**config.mk**
```make
export PLATFORM = sky130hd
export DESIGN_NAME = evq_writer
export DESIGN_NICKNAME = d
export VERILOG_FILES = /design/src/rtl/evq_pkg.sv /design/src/rtl/evq_pq_gate.sv /design/src/rtl/evq_qcfg.sv /design/src/rtl/evq_writer.sv
export SDC_FILE = /design/constraint.sdc
export NUM_CORES = 1
export LEC_CHECK = 0
export BUFFER_PORTS_ARGS = -buffer_cell sky130_fd_sc_hd__buf_4
export CAP_MARGIN = 10
export CORE_UTILIZATION = 45
export CTS_BUF_LIST = sky130_fd_sc_hd__clkbuf_8
export DETAILED_ROUTE_END_ITERATION = 8
export PLACE_DENSITY = 0.69
export SETUP_SLACK_MARGIN = 0.15
export SLEW_MARGIN = 20
export SYNTH_ARGS = -nofsm -noshare
export SYNTH_HDL_FRONTEND = slang
export SYNTH_SLANG_ARGS = --single-unit
```
**constraint.sdc**
```tcl
create_clock -name clk -period 4.1 [get_ports clk]
set_input_delay 0.205 -clock clk [delete_from_list [all_inputs] [get_ports clk]]
set_output_delay 0.205 -clock clk [all_outputs]
set_load 0.02 [all_outputs]
```
**src/rtl/evq_pkg.sv**
```systemverilog
package evq_pkg;

    localparam int ENTRY_W   = 32;
    localparam int LIRQ_W    = ENTRY_W - 1;
    localparam int SLOT_LOG2 = 2;

    typedef enum logic [1:0] {
        ST_IDLE   = 2'd0,
        ST_WRITE  = 2'd1,
        ST_NOTIFY = 2'd2
    } wr_state_e;

    typedef struct packed {
        logic              gen;
        logic [LIRQ_W-1:0] lirq;
    } q_entry_t;

    typedef struct packed {
        logic p;
        logic q;
    } pq_t;

    localparam pq_t PQ_OFF    = '{p: 1'b0, q: 1'b0};
    localparam pq_t PQ_MASKED = '{p: 1'b0, q: 1'b1};

endpackage

```
**src/rtl/evq_pq_gate.sv**
```systemverilog
module evq_pq_gate
    import evq_pkg::*;
#(
    parameter pq_t RST_PQ = PQ_OFF
) (
    input  logic clk,
    input  logic rst,
    input  logic trig,
    input  logic eoi,
    input  logic force_en,
    input  pq_t  force_val,
    output pq_t  pq,
    output logic fire
);

    pq_t pq_q;
    pq_t pq_d;

    always_comb begin
        pq_d = pq_q;
        fire = 1'b0;
        if (eoi) begin
            if (pq_d.p && pq_d.q) begin
                pq_d = '{p: 1'b1, q: 1'b0};
                fire = 1'b1;
            end else if (pq_d.p) begin
                pq_d = PQ_OFF;
            end
        end
        if (trig) begin
            if (!pq_d.p && !pq_d.q) begin
                pq_d = '{p: 1'b1, q: 1'b0};
                fire = 1'b1;
            end else if (pq_d.p) begin
                pq_d.q = 1'b1;
            end
        end
        if (force_en) begin
            pq_d = force_val;
            fire = 1'b0;
        end
    end

    always_ff @(posedge clk) begin
        if (rst) pq_q <= RST_PQ;
        else     pq_q <= pq_d;
    end

    assign pq = pq_q;

endmodule

```
**src/rtl/evq_qcfg.sv**
```systemverilog
module evq_qcfg
    import evq_pkg::*;
#(
    parameter int ADDR_W  = 32,
    parameter int QSZ_MIN = 3,
    parameter int QSZ_MAX = 16,
    parameter int QSZ_W   = 5
) (
    input  logic              clk,
    input  logic              rst,
    input  logic              cfg_wr,
    input  logic [ADDR_W-1:0] cfg_base,
    input  logic [QSZ_W-1:0]  cfg_qsize,
    input  logic              cfg_enable,
    input  logic              cfg_always_notify,
    input  logic              cfg_escalate,
    input  logic              adv,
    output logic              active,
    output logic              always_ntf,
    output logic              esc_en,
    output logic [ADDR_W-1:0] slot_addr,
    output logic              gen,
    output logic              apply,
    output logic              apply_active,
    output logic              reject
);

    localparam int PTR_W = QSZ_MAX - SLOT_LOG2;

    logic [ADDR_W-1:0] base_q;
    logic [QSZ_W-1:0]  qsz_q;
    logic              active_q, always_q, esc_q, gen_q, reject_q;
    logic [PTR_W-1:0]  ptr_q;

    logic              range_ok, align_ok;
    logic [ADDR_W-1:0] low_mask;
    logic [PTR_W:0]    span;
    logic              at_last;

    assign apply_active = cfg_enable && (cfg_qsize != '0);
    assign range_ok     = (cfg_qsize >= QSZ_W'(QSZ_MIN)) && (cfg_qsize <= QSZ_W'(QSZ_MAX));
    assign low_mask     = ~({ADDR_W{1'b1}} << cfg_qsize);
    assign align_ok     = (cfg_base & low_mask) == '0;
    assign apply        = cfg_wr && (!apply_active || (range_ok && align_ok));

    assign span    = (PTR_W+1)'(1) << (qsz_q - QSZ_W'(SLOT_LOG2));
    assign at_last = ptr_q == PTR_W'(span - 1'b1);

    always_ff @(posedge clk) begin
        if (rst) begin
            base_q   <= '0;
            qsz_q    <= '0;
            active_q <= 1'b0;
            always_q <= 1'b0;
            esc_q    <= 1'b0;
            ptr_q    <= '0;
            gen_q    <= 1'b1;
            reject_q <= 1'b0;
        end else begin
            reject_q <= cfg_wr && !apply;
            if (apply) begin
                base_q   <= cfg_base;
                qsz_q    <= cfg_qsize;
                active_q <= apply_active;
                always_q <= cfg_always_notify;
                esc_q    <= cfg_escalate;
                ptr_q    <= '0;
                gen_q    <= 1'b1;
            end else if (adv) begin
                if (at_last) begin
                    ptr_q <= '0;
                    gen_q <= ~gen_q;
                end else begin
                    ptr_q <= ptr_q + 1'b1;
                end
            end
        end
    end

    assign active     = active_q;
    assign always_ntf = always_q;
    assign esc_en     = esc_q;
    assign gen        = gen_q;
    assign slot_addr  = base_q + ADDR_W'({ptr_q, {SLOT_LOG2{1'b0}}});
    assign reject     = reject_q;

endmodule

```
**src/rtl/evq_writer.sv**
```systemverilog
module evq_writer
    import evq_pkg::*;
#(
    parameter int ADDR_W  = 32,
    parameter int QSZ_MIN = 3,
    parameter int QSZ_MAX = 16,
    localparam int QSZ_W  = $clog2(QSZ_MAX + 1)
) (
    input  logic               clk,
    input  logic               rst,
    input  logic               cfg_wr,
    input  logic [ADDR_W-1:0]  cfg_base,
    input  logic [QSZ_W-1:0]   cfg_qsize,
    input  logic               cfg_enable,
    input  logic               cfg_always_notify,
    input  logic               cfg_escalate,
    output logic               cfg_reject,
    input  logic               ev_valid,
    input  logic [LIRQ_W-1:0]  ev_lirq,
    output logic               ev_ready,
    input  logic               q_eoi,
    output logic               mem_req,
    output logic [ADDR_W-1:0]  mem_addr,
    output logic [ENTRY_W-1:0] mem_data,
    input  logic               mem_ack,
    input  logic               vp_online,
    output logic               ntf_req,
    input  logic               ntf_ack,
    input  logic               esc_eoi,
    output logic               esc_irq,
    output logic [1:0]         esc_pq
);

    wr_state_e         state_q, state_d;
    logic [ADDR_W-1:0] addr_q;
    q_entry_t          entry_q;
    logic              eoi_pend_q, esc_irq_q;

    logic              active, always_ntf, esc_en, cur_gen;
    logic              apply, apply_active;
    logic [ADDR_W-1:0] slot_addr;

    logic idle, take, eoi_svc, wr_done;
    logic q_fire, esc_fire, want, go_ntf, go_esc;
    pq_t  q_pq, esc_pq_s;

    assign idle     = state_q == ST_IDLE;
    assign ev_ready = idle && !cfg_wr && !eoi_pend_q;
    assign take     = ev_valid && ev_ready && active;
    assign eoi_svc  = idle && eoi_pend_q && !cfg_wr;
    assign wr_done  = (state_q == ST_WRITE) && mem_ack;

    evq_qcfg #(
        .ADDR_W (ADDR_W),
        .QSZ_MIN(QSZ_MIN),
        .QSZ_MAX(QSZ_MAX),
        .QSZ_W  (QSZ_W)
    ) u_cfg (
        .clk              (clk),
        .rst              (rst),
        .cfg_wr           (cfg_wr),
        .cfg_base         (cfg_base),
        .cfg_qsize        (cfg_qsize),
        .cfg_enable       (cfg_enable),
        .cfg_always_notify(cfg_always_notify),
        .cfg_escalate     (cfg_escalate),
        .adv              (take),
        .active           (active),
        .always_ntf       (always_ntf),
        .esc_en           (esc_en),
        .slot_addr        (slot_addr),
        .gen              (cur_gen),
        .apply            (apply),
        .apply_active     (apply_active),
        .reject           (cfg_reject)
    );

    evq_pq_gate #(.RST_PQ(PQ_OFF)) u_qgate (
        .clk      (clk),
        .rst      (rst),
        .trig     (wr_done && !always_ntf),
        .eoi      (eoi_svc && !always_ntf),
        .force_en (apply),
        .force_val(PQ_OFF),
        .pq       (q_pq),
        .fire     (q_fire)
    );

    assign want   = (wr_done && always_ntf) || q_fire;
    assign go_ntf = want && vp_online;
    assign go_esc = want && !vp_online && esc_en;

    evq_pq_gate #(.RST_PQ(PQ_MASKED)) u_egate (
        .clk      (clk),
        .rst      (rst),
        .trig     (go_esc),
        .eoi      (esc_eoi),
        .force_en (apply),
        .force_val(apply_active ? PQ_OFF : PQ_MASKED),
        .pq       (esc_pq_s),
        .fire     (esc_fire)
    );

    always_comb begin
        state_d = state_q;
        unique case (state_q)
            ST_IDLE: begin
                if (take)         state_d = ST_WRITE;
                else if (go_ntf)  state_d = ST_NOTIFY;
            end
            ST_WRITE: begin
                if (mem_ack)      state_d = go_ntf ? ST_NOTIFY : ST_IDLE;
            end
            ST_NOTIFY: begin
                if (ntf_ack)      state_d = ST_IDLE;
            end
            default:              state_d = ST_IDLE;
        endcase
    end

    always_ff @(posedge clk) begin
        if (rst) begin
            state_q    <= ST_IDLE;
            addr_q     <= '0;
            entry_q    <= '0;
            eoi_pend_q <= 1'b0;
            esc_irq_q  <= 1'b0;
        end else begin
            state_q    <= state_d;
            esc_irq_q  <= esc_fire;
            eoi_pend_q <= (eoi_pend_q && !eoi_svc && !apply) || q_eoi;
            if (take) begin
                addr_q  <= slot_addr;
                entry_q <= '{gen: cur_gen, lirq: ev_lirq};
            end
        end
    end

    assign mem_req  = state_q == ST_WRITE;
    assign mem_addr = addr_q;
    assign mem_data = entry_q;
    assign ntf_req  = state_q == ST_NOTIFY;
    assign esc_irq  = esc_irq_q;
    assign esc_pq   = esc_pq_s;

endmodule

```
* Word level (Yosys, flattened, before mapping)
Cells that the tools add are included.
** Cells by class
- $add $sub $neg :: 4
- Order comparisons :: 2
- Equality and inequality tests :: 6
- Shift operators :: 2
- Muxes and demuxes :: 32
- Bitwise gates (word level) :: 3
- Reductions and logical operators :: 44
** Operators with widths (count)
- $add A32 B16 Y32 :: 1
- $and A32 B32 Y32 :: 1
- $logic_not A32 Y1 :: 1
- $not A32 Y32 :: 1
- $shl A32 B5 Y32 const A :: 1
- $logic_and A1 B1 Y1 :: 24
- $mux W2 :: 12
- $mux W1 :: 18
- $add A14 B1 Y14 const B :: 1
- $eq A14 B14 Y1 :: 1
- $mux W14 :: 1
- $shl A1 B5 Y14 const A :: 1
- $sub A14 B1 Y14 const B :: 1
- $logic_not A1 Y1 :: 11
- $pmux W2 S3 :: 1
- $ge A5 B2 Y1 const B :: 1
- $le A5 B5 Y1 const B :: 1
- $reduce_bool A5 Y1 :: 1
- $sub A5 B2 Y5 const B :: 1
- $ne A2 B1 Y1 const B :: 2
- $logic_or A1 B1 Y1 :: 3
- $ne A3 B1 Y1 const B :: 1
- $reduce_and A3 Y1 :: 1
- $eq A2 B1 Y1 const B :: 1
- 5 further kinds :: 5
** Word-level totals
- Register bits :: 128
- Bits of input ports :: 80
- Output and inout bits :: 71
- Word-level logic and storage cells :: 111

* Depth between registers and ports, before layout
- Depth after elaboration :: 15
- Gate-level depth with buffers :: 18
- Mapped depth without buffers :: 15

* Cells and area by module
From an unflattened synthesis, not the netlist that was laid out.
** Second synthesis, totals
- Cells, all modules :: 841
- Area, all modules :: 7247.0 um2
** Modules (own cells, without submodules)
- evq_qcfg :: instances 1, cells an instance 504, area an instance 3918.8 um2
- evq_writer :: instances 1, cells an instance 306, area an instance 3079.2 um2
- evq_pq_gate (u_qgate) :: instances 1, cells an instance 16, area an instance 126.4 um2
- evq_pq_gate (u_egate) :: instances 1, cells an instance 15, area an instance 122.6 um2

* Worst setup path before layout
No wires, ideal clock.
- Path type :: reg2reg
- Start :: reg u_cfg.qsz_q[1]
- End :: reg u_cfg.ptr_q[0]
- Setup time :: 0.131 ns
- Arrival :: 3.637 ns
- Data required time :: 3.969 ns
- Setup slack :: 0.333 ns
- Stages on the path, launching flop included :: 18
- Path through :: dfxtp_1 buf_2 inv_2 ha_1 buf_4 or2_4 o21a_1 o22ai_2 nand4_1 ha_1 xnor2_1 xnor2_1 nand3_1 a2111oi_4 o2111ai_2 a2111oi_4 buf_6 nor3_2
** Between the ends
- Cells in the longest elaborated chain, start to end :: 5
** RTL lines
- start, declared :: line evq_qcfg.sv:31 : logic [QSZ_W-1:0] qsz_q;
- start signal, assigned :: line evq_qcfg.sv:63 : qsz_q <= cfg_qsize;
- $sub A5 B2 Y5 :: line evq_qcfg.sv:46 : assign span = (PTR_W+1)'(1) << (qsz_q - QSZ_W'(SLOT_LOG2));
- $shl A1 B5 Y14 :: line evq_qcfg.sv:46
- $sub A14 B1 Y14 :: line evq_qcfg.sv:47 : assign at_last = ptr_q == PTR_W'(span - 1'b1);
- $eq A14 B14 Y1 :: line evq_qcfg.sv:47
- $mux W14 :: line evq_qcfg.sv:70 : if (at_last) begin
- end signal, assigned :: line evq_qcfg.sv:74 : ptr_q <= ptr_q + 1'b1;
- end, declared :: line evq_qcfg.sv:33 : logic [PTR_W-1:0] ptr_q;
No other way between the ends.
A chain may end at the register's enable or synchronous reset.

* Worst setup path after layout
- Start :: reg u_cfg.qsz_q[2]
- End :: reg u_cfg.gen_q (netlist: u_cfg.gen)
** Between the ends
- Cells in the longest elaborated chain, start to end :: 5
** RTL lines
- $sub A5 B2 Y5 :: line evq_qcfg.sv:46
- $shl A1 B5 Y14 :: line evq_qcfg.sv:46
- $sub A14 B1 Y14 :: line evq_qcfg.sv:47
- $eq A14 B14 Y1 :: line evq_qcfg.sv:47
- $reduce_and A2 Y1 (no line)
- end signal, assigned :: line evq_qcfg.sv:72 : gen_q <= ~gen_q;
- end, declared :: line evq_qcfg.sv:32 : logic active_q, always_q, esc_q, gen_q, reject_q;
No other way between the ends.

==> impl_metrics.tcl <==
set metrics [dict create \
    rsz0062_at_grt "false" \
    root_buffer "clkbuf_8" \
    gp_congestion 0.922 \
    path_depth 15 \
    syn_inst 777 \
    tightest_slew_ns 0.977 \
    hold_class "input port to flop" \
    grt_max_degree 74 \
    design_area_um2 8910 \
    viasPerCell 5.42 \
    mostFrequentLayoutCells "162 x buf_4, 127 x dfxtp_1, 116 x nand2_1" \
    drt_iter0_drc 406 \
    ys.flop_type "dfxtp_1" \
    crit_path_end_kind "flop" \
    synth_seq_cells 128 \
    timing.rr.end "u_cfg.gen$_SDFFE_PP1P_" \
    worstSetupStartpointType "flop" \
    htreeDepth 4 \
    max_freq_ghz 0.268 \
    hold_start "cfg_qsize[3]" \
    vias 6371 \
    power_density_nw_per_um2 306 \
    ios 151 \
    min_period_over_period_pct 91.1 \
    syn-cell-area_um2 6570 \
    synth-edff-count 0 \
    grt_overflow 0 \
    worstPathMaxFanout 9 \
    hold_viol 0 \
    drc 0 \
    worstPathCellList "inv_1 -> ha_4 -> or2_4 -> o21a_1 -> o22ai_4 -> nand4_1 -> ha_1 -> xnor2_1 -> xnor2_1 -> nand3_1 -> a2111oi_4 -> o2111ai_2 -> a2111oi_4 -> buf_6 -> mux2i_1" \
    clkTransAtPathRegs_ns 0.07 \
    worst-path-buf-inv 2 \
    routedWlPerCell_um 16.6 \
    r2r_slack_ns 0.36 \
    areaGrowthSynthToFinish_pct 35.7 \
    critical-path-top-delay-family "compound AO/OA/AOI/OAI gates" \
    crit_start "u_cfg.qsz_q[2]$_SDFFE_PP0P_" \
    reg2reg_from "u_cfg.qsz_q[2]$_SDFFE_PP0P_" \
    synth_area_leaders "dfxtp_1 39%, nand2_1 6.6%, a21oi_1 5.0%" \
    async_flop_share_pct 0 \
    outcome "completed" \
    initial_core_util_pct 46.8 \
    worstHoldEndpoint "u_cfg.qsz_q[3]$_SDFFE_PP0P_" \
    clockBufferDepth 2 \
    die_x_um 123 \
    grt_pass1_vias 5917 \
    final-setup-viol-count 0 \
    critPathArrivalTime_ns 4.11 \
    p_leak_nw 3.55 \
    layout_min_cycle_time_ns 3.74 \
    final_common_cell "buf_4" \
    die_y_um 123 \
    reg2reg_depth 15 \
    ys_seq_area_share_pct 39.0 \
    dieArea_um2 15100 \
    port_buffers 150 \
    yosysUniqueCellTypes 79 \
    hpwlAfterDp_mm 13.5 \
    fillers 1239 \
    syn_avg_cell_area_um2 8.45 \
    track_usage_pct 26.2 \
    firstDrtPassIters 5 \
    rows 43 \
    worstSetupPathType "flop to flop" \
    yosysTopAreaCellShare_pct 39.0 \
    tritoncts "built" \
    antenna_found_initial 0 \
    slowest_stage "dfxtp_1" \
    drive_gt1_share_pct 22.7 \
    ant_nets 0 \
    clkLatencyLatePin_ns 0.45 \
    tns_ns 0 \
    drt_wl_total_mm 19.5 \
    skew_ns 0.0114 \
    worstPathRequired_ns 4.47 \
    ys_warn_count 0 \
    max_stage_delay_ns 0.45 \
    whs_path_depth 2 \
    fin_nets 1080 \
    mappedNetlistNets 875 \
    relSlewSlack_pct 34.3 \
    drv_cap 0 \
    grt_pass1_wl_mm 30.1 \
    cts.sinks 128 \
    seqCellArea_um2 2560 \
    synth_top_cell_by_area "dfxtp_1" \
    place_area_um2 7830 \
    max-vdd-ir-drop_v 0.000239 \
    numCtsBuffers 17 \
    fp.coreArea_um2 14000 \
    slew_viol_final 0 \
    multi_input_area_um2 3760 \
]
-- where the power goes --
group	total, mW	internal (mW)	switching (mW)
sequential	1.30	1.27	0.0279
combinational	0.371	0.184	0.187
clock	1.06	0.561	0.498
total	2.73	2.02	0.713
-- area by class of cell --
class	count	area share [%]
Antenna cell	1	0.0281
Clock buffer	19	2.93
Clock inverter	12	1.35
Inverter	24	1.01
Multi-Input combinational cell	582	42.2
Sequential cell	128	28.8
Tap cell	180	2.53
Timing Repair Buffer	229	21.2
-- flip-flops by register name, summed over array words and instances, names as in the netlist --
signal	cells
u_cfg.reject	1
mem_data	32
mem_addr	32
u_cfg.gen	1
u_qgate.pq	2
esc_irq	1
state_q	2
u_egate.pq	2
u_cfg.always_ntf	1
u_cfg.ptr_q	14
u_cfg.base_q	32
u_cfg.qsz_q	5
eoi_pend_q	1
u_cfg.active	1
u_cfg.esc_en	1
-- cell families (layout without fill, tap and decap cells) --
family,count (synthesis),count (layout),synth area share [%]
multiplexers,5,5,0.762
buffers and inverters,67,284,4.29
flip-flops,128,128,39.0
XOR/XNOR,48,48,6.40
AND/OR/NAND/NOR,291,291,21.7
AO/OA/AOI/OAI,217,217,23.8
adder cells (fa/ha/maj),21,21,4.00
other,0,1,0
-- worst max-delay path by stage --
stage	end	slack (ns)
after floorplan	u_cfg.ptr_q[0]$_SDFFE_PP0P_	0.33
after global placement	u_cfg.gen$_SDFFE_PP1P_	0.28
after detailed placement	u_cfg.gen$_SDFFE_PP1P_	0.16
after CTS	u_cfg.gen$_SDFFE_PP1P_	0.27
after global routing	u_cfg.gen$_SDFFE_PP1P_	0.15
final	u_cfg.gen$_SDFFE_PP1P_	0.36
-- cells in the mapped netlist, drive strengths merged, types with 3 or more instances --
cell	n
a2111oi	6
o221ai	3
a31oi	5
nand3b	3
and4	3
buf	13
or3	12
nand4	7
or2	5
o211ai	4
a211oi	18
inv	24
o2111ai	3
nor4	3
xnor2	34
nor2	61
maj3	3
nor3	24
a21oi	66
nand3	20
and3	7
o21ai	30
xor2	14
clkbuf	30
a311oi	8
nor3b	3
o311ai	3
nand2	116
a21o	8
mux2i	5
o31ai	5
dfxtp	128
a22o	30
nor2b	7
nand2b	11
o21a	4
ha	17
-- through the flow --
stage | worst slack [ns] | power, mW | hold WS, ns | util [%] | std cells
global route | 0.148 | 2.84 | 0.0256 | 63.4 | 1174
finish | 0.363 | 2.73 | 0.0463 | 63.5 | 1175
CTS | 0.269 | 2.74 | 0.00561 | 63.2 | 1174
floorplan | 0.333 | 1.51 | 0.314 | - | 777
detailed placement | 0.164 | 1.63 | 0.407 | 55.8 | 1077
global placement | 0.278 | 1.63 | 0.407 | 55.8 | 1077
-- routing by layer --
layer	wire length (um)	GRT usage (%)	share of wire (%)
met4	323	8.84	1.7
met1	8870	34.0	45
met2	9100	41.1	47
met5	0	0	0
met3	1200	7.85	6.2
-- repair_timing --
action | 4_1_cts | 5_1_grt
hold buffers | 66 | 0
resized for setup | 1 | 5
endpoints found under the hold margin | 66 | 0
buffers inserted | 0 | 0
pin swaps | 0 | 0
setup endpoints to repair | 1 | 9
No activity file was read; power rests on OpenSTA's default activity.
